==> config.mk <==
export PLATFORM = sky130hd
export DESIGN_NAME = bcu_branch_unit
export DESIGN_NICKNAME = d
export VERILOG_FILES = /design/src/rtl/bcu_pkg.sv /design/src/rtl/bcu_decode.sv /design/src/rtl/bcu_cond.sv /design/src/rtl/bcu_ret_stack.sv /design/src/rtl/bcu_branch_unit.sv
export SDC_FILE = /design/constraint.sdc
export NUM_CORES = 1
export LEC_CHECK = 0
export ABC_AREA = 1
export BUFFER_PORTS_ARGS = -buffer_cell sky130_fd_sc_hd__buf_4
export CAP_MARGIN = 20
export CORE_ASPECT_RATIO = 2
export CORE_UTILIZATION = 40
export CTS_BUF_LIST = sky130_fd_sc_hd__clkbuf_4 sky130_fd_sc_hd__clkbuf_8
export DETAILED_ROUTE_END_ITERATION = 12
export SETUP_SLACK_MARGIN = 0.15
export SYNTH_ARGS = -nofsm -noshare
export SYNTH_HDL_FRONTEND = slang
export SYNTH_SLANG_ARGS = --single-unit
==> constraint.sdc <==
create_clock -name clk -period 4.55 [get_ports clk]
set_input_delay 0.455 -clock clk [delete_from_list [all_inputs] [get_ports clk]]
set_output_delay 0.455 -clock clk [all_outputs]
set_load 0.01 [all_outputs]
==> src/rtl/bcu_pkg.sv <==
package bcu_pkg;
    typedef enum logic [1:0] {
        ST_IDLE,
        ST_READ,
        ST_WAIT,
        ST_DONE
    } bcu_state_t;

    typedef enum logic [2:0] {
        OP_NONE,
        OP_SHORT,
        OP_JMP,
        OP_CALL,
        OP_RET,
        OP_NOP
    } bcu_op_t;
endpackage

==> src/rtl/bcu_decode.sv <==
module bcu_decode
    import bcu_pkg::*;
(
    input  logic [15:0] instr,
    output bcu_op_t     op,
    output logic [2:0]  cond
);
    assign cond = instr[10:8];

    always_comb begin
        if (instr[15:12] != 4'h0) begin
            op = OP_NONE;                     // other opcodes ignored
        end else if (!instr[11]) begin
            op = (instr[10:8] == 3'd0) ? OP_JMP : OP_SHORT;
        end else begin
            unique case (instr[10:8])
                3'd0:    op = OP_CALL;
                3'd1:    op = OP_RET;
                default: op = OP_NOP;
            endcase
        end
    end
endmodule

==> src/rtl/bcu_cond.sv <==
module bcu_cond #(
    parameter int W = 16
) (
    input  logic [W-1:0] acc,
    input  logic [2:0]   cond,
    output logic         take
);
    logic neg;
    logic zero;

    assign neg  = acc[W-1];
    assign zero = (acc == '0);

    // signed tests on the accumulator
    always_comb begin
        unique case (cond)
            3'd1:    take = !neg && !zero;
            3'd2:    take = neg;
            3'd3:    take = !zero;
            3'd4:    take = zero;
            3'd5:    take = !neg;
            3'd6:    take = neg || zero;
            3'd7:    take = 1'b1;
            default: take = 1'b0;
        endcase
    end
endmodule

==> src/rtl/bcu_ret_stack.sv <==
module bcu_ret_stack #(
    parameter int DEPTH = 8,
    parameter int W     = 16
) (
    input  logic         clk,
    input  logic         rst_n,
    input  logic         push,
    input  logic         pop,
    input  logic [W-1:0] push_data,
    output logic [W-1:0] top,
    output logic         full,
    output logic         empty,
    output logic         err
);
    localparam int PTR_W = (DEPTH > 1) ? $clog2(DEPTH) : 1;
    localparam int CNT_W = $clog2(DEPTH + 1);

    logic [W-1:0]     slot_q [DEPTH];
    logic [CNT_W-1:0] cnt_q;
    logic             err_q;
    logic [PTR_W-1:0] wr_idx;
    logic [PTR_W-1:0] rd_idx;

    assign full   = (cnt_q == CNT_W'(DEPTH));
    assign empty  = (cnt_q == '0);
    assign wr_idx = PTR_W'(cnt_q);
    assign rd_idx = PTR_W'(cnt_q - 1'b1);
    assign top    = slot_q[rd_idx];
    assign err    = err_q;

    always_ff @(posedge clk or negedge rst_n) begin
        if (!rst_n) begin
            cnt_q <= '0;
            err_q <= 1'b0;
        end else begin
            if (push) begin
                if (full) err_q <= 1'b1;
                else      cnt_q <= cnt_q + 1'b1;
            end else if (pop) begin
                if (empty) err_q <= 1'b1;
                else       cnt_q <= cnt_q - 1'b1;
            end
        end
    end

    always_ff @(posedge clk) begin
        if (push && !full) slot_q[wr_idx] <= push_data;
    end

    assert_depth_bound_R7: assert property (@(posedge clk) disable iff (!rst_n)
        cnt_q <= CNT_W'(DEPTH));
    assert_err_sticky_R9: assert property (@(posedge clk) disable iff (!rst_n)
        err_q |=> err_q);
    assert_no_overflow_R8: assert property (@(posedge clk) disable iff (!rst_n)
        (push && full) |=> (cnt_q == $past(cnt_q)) && err_q);
    assert_no_underflow_R9: assert property (@(posedge clk) disable iff (!rst_n)
        (pop && !push && empty) |=> (cnt_q == $past(cnt_q)) && err_q);
endmodule

==> src/rtl/bcu_branch_unit.sv <==
module bcu_branch_unit
    import bcu_pkg::*;
#(
    parameter int W         = 16,
    parameter int RET_DEPTH = 8
) (
    input  logic         clk,
    input  logic         rst_n,
    input  logic         start,
    input  logic [W-1:0] instr,
    input  logic [W-1:0] pc,
    input  logic [W-1:0] acc,
    output logic         mem_rd,
    output logic [W-1:0] mem_addr,
    input  logic [W-1:0] mem_rdata,
    output logic [W-1:0] next_pc,
    output logic         pc_load,
    output logic         done,
    output logic         stack_err
);
    localparam int PAY_W = 8;

    bcu_state_t   state_q, state_d;
    bcu_op_t      op, op_q;
    logic [2:0]   cond;
    logic         take;
    logic [W-1:0] pc_q;
    logic [W-1:0] next_pc_q;
    logic         load_q;
    logic         accept;
    logic         push, pop;
    logic [W-1:0] stk_top;
    logic         stk_full, stk_empty;
    logic [W-1:0] seq_pc;
    logic [W-1:0] short_tgt;

    bcu_decode u_dec (.instr(instr), .op(op), .cond(cond));

    bcu_cond #(.W(W)) u_cond (.acc(acc), .cond(cond), .take(take));

    bcu_ret_stack #(.DEPTH(RET_DEPTH), .W(W)) u_stack (
        .clk(clk), .rst_n(rst_n), .push(push), .pop(pop),
        .push_data(pc_q + W'(2)), .top(stk_top),
        .full(stk_full), .empty(stk_empty), .err(stack_err)
    );

    assign accept    = (state_q == ST_IDLE) && start && (op != OP_NONE);
    assign pop       = accept && (op == OP_RET);
    assign push      = (state_q == ST_WAIT) && (op_q == OP_CALL);
    assign seq_pc    = pc + W'(1);
    assign short_tgt = {{(W-PAY_W){1'b0}}, instr[PAY_W-1:0]};

    // next-state logic
    always_comb begin
        state_d = state_q;
        unique case (state_q)
            ST_IDLE: if (accept)
                         state_d = (op == OP_JMP || op == OP_CALL) ? ST_READ : ST_DONE;
            ST_READ: state_d = ST_WAIT;
            ST_WAIT: state_d = ST_DONE;
            ST_DONE: state_d = ST_IDLE;
        endcase
    end

    // state register
    always_ff @(posedge clk or negedge rst_n) begin
        if (!rst_n) state_q <= ST_IDLE;
        else        state_q <= state_d;
    end

    // datapath registers
    always_ff @(posedge clk or negedge rst_n) begin
        if (!rst_n) begin
            pc_q      <= '0;
            op_q      <= OP_NONE;
            next_pc_q <= '0;
            load_q    <= 1'b0;
        end else if (accept) begin
            pc_q <= pc;
            op_q <= op;
            unique case (op)
                OP_SHORT: begin
                    next_pc_q <= take ? short_tgt : seq_pc;
                    load_q    <= take;
                end
                OP_RET: begin
                    next_pc_q <= stk_empty ? seq_pc : stk_top;
                    load_q    <= !stk_empty;
                end
                default: begin
                    next_pc_q <= seq_pc;
                    load_q    <= 1'b0;
                end
            endcase
        end else if (state_q == ST_WAIT) begin
            if (op_q == OP_CALL && stk_full) begin
                next_pc_q <= pc_q + W'(2);
                load_q    <= 1'b0;
            end else begin
                next_pc_q <= mem_rdata;
                load_q    <= 1'b1;
            end
        end
    end

    // outputs
    always_comb begin
        mem_rd   = (state_q == ST_READ);
        mem_addr = pc_q + W'(1);
        done     = (state_q == ST_DONE);
        pc_load  = (state_q == ST_DONE) && load_q;
        next_pc  = next_pc_q;
    end

    assert_load_needs_done_R3: assert property (@(posedge clk) disable iff (!rst_n)
        pc_load |-> done);
    assert_done_single_R4: assert property (@(posedge clk) disable iff (!rst_n)
        done |=> !done);
    assert_read_then_data_R5: assert property (@(posedge clk) disable iff (!rst_n)
        mem_rd |=> !mem_rd && !done);
    assert_ignore_other_R1: assert property (@(posedge clk) disable iff (!rst_n)
        ((state_q == ST_IDLE) && start && (instr[15:12] != 4'h0)) |=> !done && !mem_rd);
    assert_read_addr_R5: assert property (@(posedge clk) disable iff (!rst_n)
        mem_rd |-> (mem_addr == $past(pc) + W'(1)));
endmodule

# Word-level counts from Yosys, hierarchy flattened
# Memories as Yosys holds them, arrays and structs flattened.
# Cells that the tools add are included.
[totals]
latchBits = 0
elab_cells = 86
register_bits = 43
romBits = 0
out_inout_bits = 36
mem_bits_rw = 128
n_memories = 1
input_bits = 67
[memory_table]
columns = ["name", "depth", "width", "rd", "rd_clocked_by_memory_dff", "write_ports", "line", "source"]
rows = [
  ["u_stack.slot_q", 8, 16, 1, 0, 1, "bcu_ret_stack.sv:18", "logic [W-1:0] slot_q [DEPTH];"],
]
[op_classes]
mul = 0
eq_ne = 20
bitwise = 0
magnitude_cmp = 0
addsub = 5
shifts = 0
div_mod_pow = 0
reduce_logical = 25
muxes = 28
[ops]
columns = ["op", "n"]
rows = [
  ["two-way mux 16 bit", 5],
  ["adder 16 x 1 -> 16 bit (second input constant)", 2],
  ["one-hot mux 16 bit (2 select lines)", 1],
  ["adder 16 x 2 -> 16 bit (second input constant)", 1],
  ["logical NOT 16 bit", 1],
  ["two-way mux 4 bit", 4],
  ["equality test 3 x 2 -> 1 bit (second input constant)", 5],
  ["equality test 3 bit (second input constant)", 5],
  ["two-way mux 1 bit", 9],
  ["logical AND 1 bit", 8],
  ["one-hot mux 2 bit (4 select lines)", 1],
  ["one-hot mux 1 bit (7 select lines)", 1],
  ["equality test 3 x 1 -> 1 bit (second input constant)", 2],
  ["two-way mux 2 bit", 3],
  ["two-way mux 3 bit", 2],
  ["!= test 2 bit (second input constant)", 3],
  ["one-hot mux 3 bit (2 select lines)", 1],
  ["AND reduction 3 bit", 2],
  ["nonzero test 2 bit", 3],
  ["adder 4 x 1 -> 4 bit (second input constant)", 1],
  ["equality test 2 bit (second input constant)", 2],
  ["equality test 4 bit (second input constant)", 1],
  ["logical NOT 1 bit", 4],
  ["logical NOT 4 bit", 1],
  ["9 further kinds", 10],
]

# Logic depth before layout (Yosys ltp)
# Gate-level depths: netlist of the first run.
[logic_depth]
word_depth = 9
ltp_mapped = 15
depth_no_buf = 15

# Cells and area by module
# From an unflattened synthesis of the first run, not the netlist that was laid out.
[unflattened]
hier_cells = 946
area_unflattened_um2 = 8629.5
[by_module_without_submodules]
columns = ["mod", "cells_per_inst", "seq_area_each_um2", "area_each_um2", "n_inst"]
rows = [
  ["bcu_ret_stack", 451, 3968.8, 5417.7, 1],
  ["bcu_branch_unit", 449, 950.9, 3001.6, 1],
  ["bcu_decode", 23, 0.0, 116.4, 1],
  ["bcu_cond", 23, 0.0, 93.8, 1],
]

# Worst setup path after synthesis of the first run
# No wires, ideal clock.
[synth_timing]
path_type = "register to register"
from = "reg state_q[0]"
to = "reg u_stack.cnt_q[3]"
setup_slack_ps = 1347
arrival_time_ps = 3077
path_buffers = 0
path_stages_with_launch = 9
setup_ps = 126
t_required_ps = 4424
synth_period_minus_slack_ps = 3203
cell_sequence = "dfrtp_1 inv_1 ha_1 inv_2 nor2_1 inv_2 nor4_1 o21ai_1 xnor2_1"
[synth_between]
elab_chain_len = 6
elab_cells_between_ends = 11
cone_classes = "eq/ne: 3; mux: 1; reduce/logical: 7"
[synth_lines]
columns = ["element", "line", "source"]
rows = [
  ["start, declared", "bcu_branch_unit.sv:23", "bcu_state_t state_q, state_d;"],
  ["start signal, assigned", "bcu_branch_unit.sv:68", "else state_q <= state_d;"],
  ["logical NOT 2 bit", "bcu_branch_unit.sv:47", "assign accept = (state_q == ST_IDLE) && start && (op != OP_NONE);"],
  ["logical AND 1 bit (2 in series)", "bcu_branch_unit.sv:47", ""],
  ["logical AND 1 bit", "bcu_branch_unit.sv:48", "assign pop = accept && (op == OP_RET);"],
  ["nonzero test 2 bit (no source line)", "n/a", ""],
  ["AND reduction 3 bit (no source line)", "n/a", ""],
  ["end signal, assigned", "bcu_ret_stack.sv:38", "else cnt_q <= cnt_q + 1'b1;"],
  ["end signal, assigned", "bcu_ret_stack.sv:41", "else cnt_q <= cnt_q - 1'b1;"],
  ["end, declared", "bcu_ret_stack.sv:19", "logic [CNT_W-1:0] cnt_q;"],
]
# Several ways; a longest one is shown, not always the timed one.
# A chain may end at the register's enable or synchronous reset.

# Final worst setup path of the first run
[layout_timing]
from = "reg pc_q[0]"
to = "out mem_addr[14]"
[layout_between]
elab_chain_len = 1
[layout_lines]
columns = ["element", "line", "source"]
rows = [
  ["start, declared", "bcu_branch_unit.sv:27", "logic [W-1:0] pc_q;"],
  ["start signal, assigned", "bcu_branch_unit.sv:79", "pc_q <= pc;"],
  ["adder 16 x 1 -> 16 bit", "bcu_branch_unit.sv:109", "mem_addr = pc_q + W'(1);"],
  ["end, declared", "bcu_branch_unit.sv:14", "output logic [W-1:0] mem_addr,"],
]
# No other way between the ends.

==> results of run 1 <==
[cells in the mapped netlist, drive strengths merged]
library cell	number	area, sq um
and3	1	6.26
xnor2	4	35.0
a21boi	1	7.51
nand2	172	666
ha	10	125
o21ai	89	449
or3	2	12.5
nor3b	1	7.51
a221o	1	10.0
o211ai	7	52.6
nor2	114	505
nand4	6	37.5
clkbuf	15	57.6
xor2	31	287
or2	1	6.26
a21oi	27	143
nand3	56	293
edfxtp	128	3840
a21o	1	7.51
nor3	11	71.3
o31ai	2	20.0
o22ai	7	43.8
o221ai	16	140
nor4	3	18.8
dfrtp	43	1080
a22oi	8	60.1
clkinv	1	3.75
buf	18	96.3
inv	71	269
a221oi	3	32.5
a31oi	6	37.5
[tightest hold or removal path: stages]
cell and delay, ns:
buf_4 0.09, nand2_1 0.05, nand2_1 0.06
[state kept, by name, indices dropped and copies added (netlist names)]
| signal | flops |
|---|---|
| u_stack.slot_q | 128 |
| next_pc | 16 |
| pc_q | 16 |
| u_stack.cnt_q | 4 |
| op_q | 3 |
| state_q | 2 |
| load_q | 1 |
| u_stack.err | 1 |
[power groups by stage]
stage                     Combinational [mW]  Sequential (mW)  Clock, mW
final                                   1.68             2.22      0.966
after global placement                  1.67             2.24          0
after floorplan                        0.971             2.20          0
after global routing                    1.85             2.23       1.04
after CTS                               1.69             2.21      0.984
after detailed placement                1.68             2.24          0
[cell families (layout without fill, tap and decap cells)]
kind of cell	after synthesis	count (layout)	synth area share, %
and+or+nand+nor	367	367	19.3
xor gates and xnor gates	35	35	3.82
buffers and inverters	105	221	5.07
DFF	171	171	58.4
AOI/OAI and AO/OA	168	168	11.9
adders and majority gates	10	10	1.49
[worst max-delay path by stage]
stage / start / to / slack, ns / cells past startpoint
6_report: pc_q[0]$_DFFE_PN0N_ / mem_addr[14] / 1.26 / 7
5_1_grt: pc_q[0]$_DFFE_PN0N_ / mem_addr[14] / 0.91 / 7
4_1_cts: pc_q[0]$_DFFE_PN0N_ / mem_addr[14] / 1.17 / 7
3_5_place_dp: instr[13] / next_pc[4]$_DFFE_PN0P_ / 1.58 / 11
3_3_place_gp: instr[15] / next_pc[4]$_DFFE_PN0P_ / 1.64 / 11
2_1_floorplan: state_q[0]$_DFFE_PN0P_ / u_stack.cnt_q[3]$_DFFE_PN0P_ / 1.35 / 8
[repair_timing]
item | 4_1_cts | 5_1_grt
endpoints found under the setup margin | 0 | 0
endpoints found under the hold margin | 11 | 0
hold buffers | 1 | 0
[metal layers]
layer / track usage [%] / part of all wire [%] / up-vias
li1: - / - / 3157
met1: 24.0 / 37 / 3194
met2: 42.0 / 55 / 211
met3: 3.24 / 3.5 / 59
met4: 15.0 / 5.0 / 0
met5: 0 / 0 / -
[cell type report]
type	instances	area [sq um]
repair buffers	119	896
clock inverters	12	101
fillers	1960	10700
inverters	72	273
multi-input cells	580	3100
well taps	266	333
flip-flops and latches	171	4920
clock buffers	18	241
[metrics by stage]
stage	setup WS [ns]	std cells
final	1.26	1238
after global placement	1.64	1207
after floorplan	1.35	856
after CTS	1.17	1238
after detailed placement	1.58	1207
after global routing	0.909	1238
==> flow_metrics.env, run 1 <==
export IMPL_r2r_slack_ns=1.60
export IMPL_crit_type="flip-flop to primary output"
export IMPL_fin_worst_skew_ns=0.0117
export IMPL_layout_common_cells="164 x nand2_1, 128 x edfxtp_1, 118 x buf_4"
export IMPL_wl_per_cell_microns=19.4
export IMPL_ys_seq_area_share_pct=58.4
export IMPL_clock_sinks=171
export IMPL_rr_startpoint="state_q[1]$_DFFE_PN0P_"
export IMPL_drtAntennaViolNets=0
export IMPL_overflow=0
export IMPL_insertion_delay_ns=0.47
export IMPL_die_h_microns=207
export IMPL_hold_end="pc_q[15]$_DFFE_PN0N_"
export IMPL_timing_hold_ws_ns=0.219
export IMPL_switching_share_pct=37.2
export IMPL_yosysUniqueCellTypes=49
export IMPL_hp_class="input pin to flip-flop"
export IMPL_crit_slowest_cell="dfrtp_1"
export IMPL_p_switching_mw=1.81
export IMPL_finalSetupTns_ns=0
export IMPL_drive_above_1_share_pct=20.4
export IMPL_cp_common_cell="nand3_1"
export IMPL_p_seq_share_pct=45.6
export IMPL_path_clk_slew_ns=0.08
export IMPL_antenna_found_initial=0
export IMPL_dp_hpwl_microns=17300
export IMPL_die_w_microns=105
export IMPL_num_rows=74
export IMPL_status="finished, final reports clean"
export IMPL_worstRegToRegCells=11
export IMPL_p_comb_share_pct=34.5
export IMPL_hold_viol=0
export IMPL_die_area_sq_mm=0.0217
export IMPL_start_kind="flip-flop"
export IMPL_post_route_period_util_pct=72.3
export IMPL_avgViaCountPerCell=5.35
export IMPL_clk_path_buf_depth=2
export IMPL_finalSetupViolCount=0
export IMPL_peakVddDrop_mv=0.365
export IMPL_io_buffers=102
export IMPL_grt_usage_pct=22.9
export IMPL_grt_max_degree=68
export IMPL_synth_area_sq_mm=0.00842
export IMPL_clockPowerShare_pct=19.9
export IMPL_intPower_mw=3.05
export IMPL_ios=103
export IMPL_ys_ff_latch=171
export IMPL_antenna_cells=0
export IMPL_slew_viol_final=0
export IMPL_end_kind="primary output"
export IMPL_cp_top_family="simple AND/OR/NAND/NOR gates"
export IMPL_gp_congestion=0.958
export IMPL_grt_pass1_wl_microns=36700
export IMPL_avgSynthCellArea_sq_um=9.84
export IMPL_htreeDepth=4
export IMPL_placed_area_sq_mm=0.00951
export IMPL_min_delay_start="pc[15]"
export IMPL_path_cells="ha_1 -> nand3_1 -> nor4_1 -> nand3_1 -> nor2_1 -> xor2_1 -> buf_4"
export IMPL_min_path_cells=3
export IMPL_crit_path_max_fanout=15
export IMPL_max_slew_margin_pct=33.3
export IMPL_rsz0062_at_grt="false"
export IMPL_fmax_ghz=0.304
export IMPL_cts_tree="done"
export IMPL_grt_pass1_vias=6665
export IMPL_worst_pin_slew_ns=0.998
export IMPL_critPathRequiredTime_ns=4.09
export IMPL_power_leakage_nw=3.97
export IMPL_netlist_instances=856
export IMPL_syn2layout_area_growth_pct=17.1
export IMPL_firstDrtPassIters=5
export IMPL_drt_iter0_drc=481
export IMPL_core_area_sq_mm=0.0206
export IMPL_yosysWarningCount=0
export IMPL_finalCriticalPeriod_ns=3.29
export IMPL_final_area_sq_mm=0.00986
export IMPL_initial_core_util_pct=41.0
export IMPL_critPathBufInv=1
export IMPL_maxCapViolations=0
export IMPL_routed_wl_microns=24000
export IMPL_cts_root_buf="clkbuf_8"
export IMPL_nNetsFinal=1038
export IMPL_critPathArrivalTime_ns=2.83
export IMPL_max_stage_delay_ns=0.70
export IMPL_p_total_mw=4.86
export IMPL_post_route_util_pct=48.0
export IMPL_cellPowerDensity_mw_per_mm2=493
export IMPL_drc=0
export IMPL_syn_nets=933
export IMPL_numCtsBuffers=17
export IMPL_cts_resized=0
export IMPL_r2r_end="next_pc[4]$_DFFE_PN0P_"
export IMPL_post_cts_buffers=0
export IMPL_vias=6621
export IMPL_layout_cells_most_common="nand2_1"
Power figures use the tool's default switching activity.
==> run 2, diff against run 1 <==
ABC_AREA = 0   (was 1)
clock period = 3.2 ns   (was 4.55 ns; I/O delays follow)
==> flow_metrics.env, run 2 <==
export IMPL_status="finished, final reports clean"
export IMPL_switching_share_pct=35.4
export IMPL_nNetsFinal=814
export IMPL_fin_worst_skew_ns=0.00954
export IMPL_met1_usage_pct=22.2
export IMPL_intPower_mw=4.69
export IMPL_synthTopCellsByCount="128 x edfxtp_1, 95 x nand2_1, 43 x dfrtp_1, 41 x nor2_1, 31 x mux4_2"
export IMPL_drc=0
export IMPL_ios=103
export IMPL_busiest_layer="met2"
export IMPL_path_clk_slew_ns=0.09
export IMPL_yosysWarningCount=0
export IMPL_grt_usage_pct=21.2
export IMPL_placed_area_sq_mm=0.00930
export IMPL_ys_ff_latch=171
export IMPL_io_buffers=102
export IMPL_yosysUniqueCellTypes=53
export IMPL_ys_seq_area_share_pct=60.2
export IMPL_hold_end="pc_q[11]$_DFFE_PN0N_"
export IMPL_dp_hpwl_microns=15200
export IMPL_rsz0062_at_grt="false"
export IMPL_ys_flop_type="edfxtp_1"
export IMPL_netlist_instances=627
export IMPL_power_leakage_nw=3.70
export IMPL_critPathBufInv=1
export IMPL_overflow=0
export IMPL_min_delay_start="pc[11]"
export IMPL_hp_class="input pin to flip-flop"
export IMPL_avgViaCountPerCell=5.44
export IMPL_layout_cells_most_common="edfxtp_1"
export IMPL_clock_sinks=171
export IMPL_die_w_microns=103
export IMPL_gr_usage_met2_pct=39.6
export IMPL_grt_pass1_wl_microns=32100
export IMPL_r2r_end="next_pc[0]$_DFFE_PN0P_"
export IMPL_slew_viol_final=0
export IMPL_p_seq_share_pct=43.1
export IMPL_path_cells="nand3_1 -> or3_1 -> nor2_1 -> nand3_1 -> xnor2_1 -> buf_4"
export IMPL_vias=5501
export IMPL_drt_iter0_drc=295
export IMPL_antenna_cells=0
export IMPL_drive_above_1_share_pct=28.3
export IMPL_grt_use_met3_pct=4.27
export IMPL_synthMostInstantiatedCell="edfxtp_1"
export IMPL_finalSetupTns_ns=0
export IMPL_layout_common_cells="128 x edfxtp_1, 124 x buf_4, 95 x nand2_1"
export IMPL_clockPowerShare_pct=19.2
export IMPL_synth_area_sq_mm=0.00818
export IMPL_p_comb_share_pct=37.7
export IMPL_peakVddDrop_mv=0.346
export IMPL_worst_pin_slew_ns=0.848
export IMPL_critPathRequiredTime_ns=2.88
export IMPL_fmax_ghz=0.363
export IMPL_synth_area_top_cells="edfxtp_1 47%, dfrtp_1 13%, mux4_2 8.5%, nand2_1 4.4%, xor2_1 2.8%"
export IMPL_critPathArrivalTime_ns=2.44
export IMPL_post_cts_buffers=0
export IMPL_async_reset_ff_share_pct=25.1
export IMPL_post_route_period_util_pct=86.2
export IMPL_min_path_cells=3
export IMPL_cellPowerDensity_mw_per_mm2=750
export IMPL_grt_max_degree=44
export IMPL_post_place_ws_ns=0.472
export IMPL_path_depth=6
export IMPL_numCtsBuffers=17
export IMPL_finalCriticalPeriod_ns=2.76
export IMPL_largest_register_ffs=128
export IMPL_routed_wl_microns=21000
export IMPL_cp_top_family="simple AND/OR/NAND/NOR gates"
export IMPL_dp_cells=979
export IMPL_drtAntennaViolNets=0
export IMPL_finalSetupViolCount=0
export IMPL_crit_path_max_fanout=7
export IMPL_crit_slowest_cell="dfrtp_1"
export IMPL_max_slew_margin_pct=43.3
export IMPL_num_rows=73
export IMPL_synth_largest_area_cell="edfxtp_1"
export IMPL_insertion_delay_ns=0.47
export IMPL_grt_pass1_vias=5918
export IMPL_synth_edf_count=128
export IMPL_core_area_sq_mm=0.0199
export IMPL_worstRegToRegCells=8
export IMPL_clk_path_buf_depth=2
export IMPL_end_kind="primary output"
export IMPL_start_kind="flip-flop"
export IMPL_rr_startpoint="u_stack.cnt_q[1]$_DFFE_PN0P_"
export IMPL_max_stage_delay_ns=0.53
export IMPL_crit_type="flip-flop to primary output"
export IMPL_gp_congestion=0.854
export IMPL_p_total_mw=7.26
export IMPL_avgSynthCellArea_sq_um=13.0
export IMPL_syn2layout_area_growth_pct=18.4
export IMPL_p_switching_mw=2.57
export IMPL_wl_per_cell_microns=20.7
export IMPL_maxCapViolations=0
export IMPL_final_area_sq_mm=0.00968
export IMPL_instances_no_fill=1012
export IMPL_cts_root_buf="clkbuf_8"
export IMPL_htreeDepth=4
export IMPL_timing_final_ws_setup_ns=0.443
export IMPL_cp_common_cell="nand3_1"
export IMPL_antenna_found_initial=0
export IMPL_die_area_sq_mm=0.0211
export IMPL_cts_tree="done"
export IMPL_firstDrtPassIters=4
export IMPL_hold_viol=0
export IMPL_syn_nets=704
export IMPL_yosys_area_top_type_share_pct=47.0
export IMPL_top_register="u_stack.slot_q"
export IMPL_r2r_slack_ns=0.54
export IMPL_initial_core_util_pct=41.1
export IMPL_die_h_microns=204
## run 2: cell count changes in the layout (fill, tap and decap cells not counted), moves of 9 or more
| cell | change |
|---|---|
| inv_1 | -45 |
| inv_2 | -15 |
| mux2i_1 | +21 |
| mux4_2 | +31 |
| nand2_1 | -69 |
| nand3_1 | -35 |
| nor2_1 | -59 |
| nor2_2 | -9 |
| o21ai_0 | -56 |
| o21ai_1 | -11 |
| o221ai_1 | -15 |
| xnor2_1 | +16 |
## run 2: through the flow
| stage | util [%] | hold WS, ns |
|---|---|---|
| finish | 48.6 | 0.0664 |
| global route | 48.6 | 0.0437 |
| floorplan | - | 0.0244 |
| global placement | 46.7 | 0.364 |
| CTS | 48.5 | 0.0432 |
| detailed placement | 46.7 | 0.366 |
## run 2: final cells by class
cell class,count,area (sq um)
clock buffers,21,270
clock inverters,11,87.6
fillers,1811,10200
inverters,11,41.3
multi-input cells,410,3070
flip-flops and latches,171,4920
well taps,262,328
repair buffers,126,961
## run 2: metal layers
metal | wire length [microns] | vias to the layer above
met2 | 11700 | 165
met3 | 814 | 36
li1 | - | 2536
met4 | 643 | 0
met5 | 0 | -
met1 | 7850 | 2764
## run 2: logic make-up after synthesis
family,Yosys count,synth area share (%)
adders and majority gates,10,1.53
muxes,57,11.8
xor gates and xnor gates,47,5.13
buffers and inverters,46,2.82
AOI/OAI and AO/OA,84,6.63
DFF,171,60.2
and+or+nand+nor,212,11.9
## run 2: worst max-delay path by stage
stage / start / end / slack [ns]
after floorplan: u_stack.cnt_q[0]$_DFFE_PN0P_ / u_stack.slot_q[0][0]$_DFFE_PP_ / 0.33
after global placement: pc_q[2]$_DFFE_PN0N_ / next_pc[15]$_DFFE_PN0P_ / 0.59
after detailed placement: pc_q[2]$_DFFE_PN0N_ / next_pc[15]$_DFFE_PN0P_ / 0.47
after CTS: pc_q[2]$_DFFE_PN0N_ / mem_addr[11] / 0.16
after global routing: pc_q[3]$_DFFE_PN0N_ / mem_addr[14] / 0.24
final: pc_q[3]$_DFFE_PN0N_ / mem_addr[14] / 0.44
## run 2: power groups by stage
stage / sequential [mW] / combinational (mW) / clock (mW)
5_1_grt: 3.15 / 2.98 / 1.52
4_1_cts: 3.12 / 2.76 / 1.44
2_1_floorplan: 3.09 / 1.76 / 0
6_report: 3.13 / 2.74 / 1.40
3_3_place_gp: 3.16 / 2.70 / 0
3_5_place_dp: 3.17 / 2.74 / 0
## run 2: what timing repair did
action / in CTS / in global routing
endpoints found under the setup margin: 0 / 4
hold buffers: 1 / 0
hold endpoints to repair: 43 / 0
gates resized for setup: 0 / 3
## run 2: worst register-to-register path: cells and delay by family (launching register included)
family | cells | cell delay [ns]
flops | 1 | 0.55
buf+inv | 1 | 0.11
mux | 1 | 0.58
simple gates | 1 | 0.09
fa+ha+maj | 1 | 0.26
xor+xnor | 1 | 0.53
compound gates | 3 | 0.41
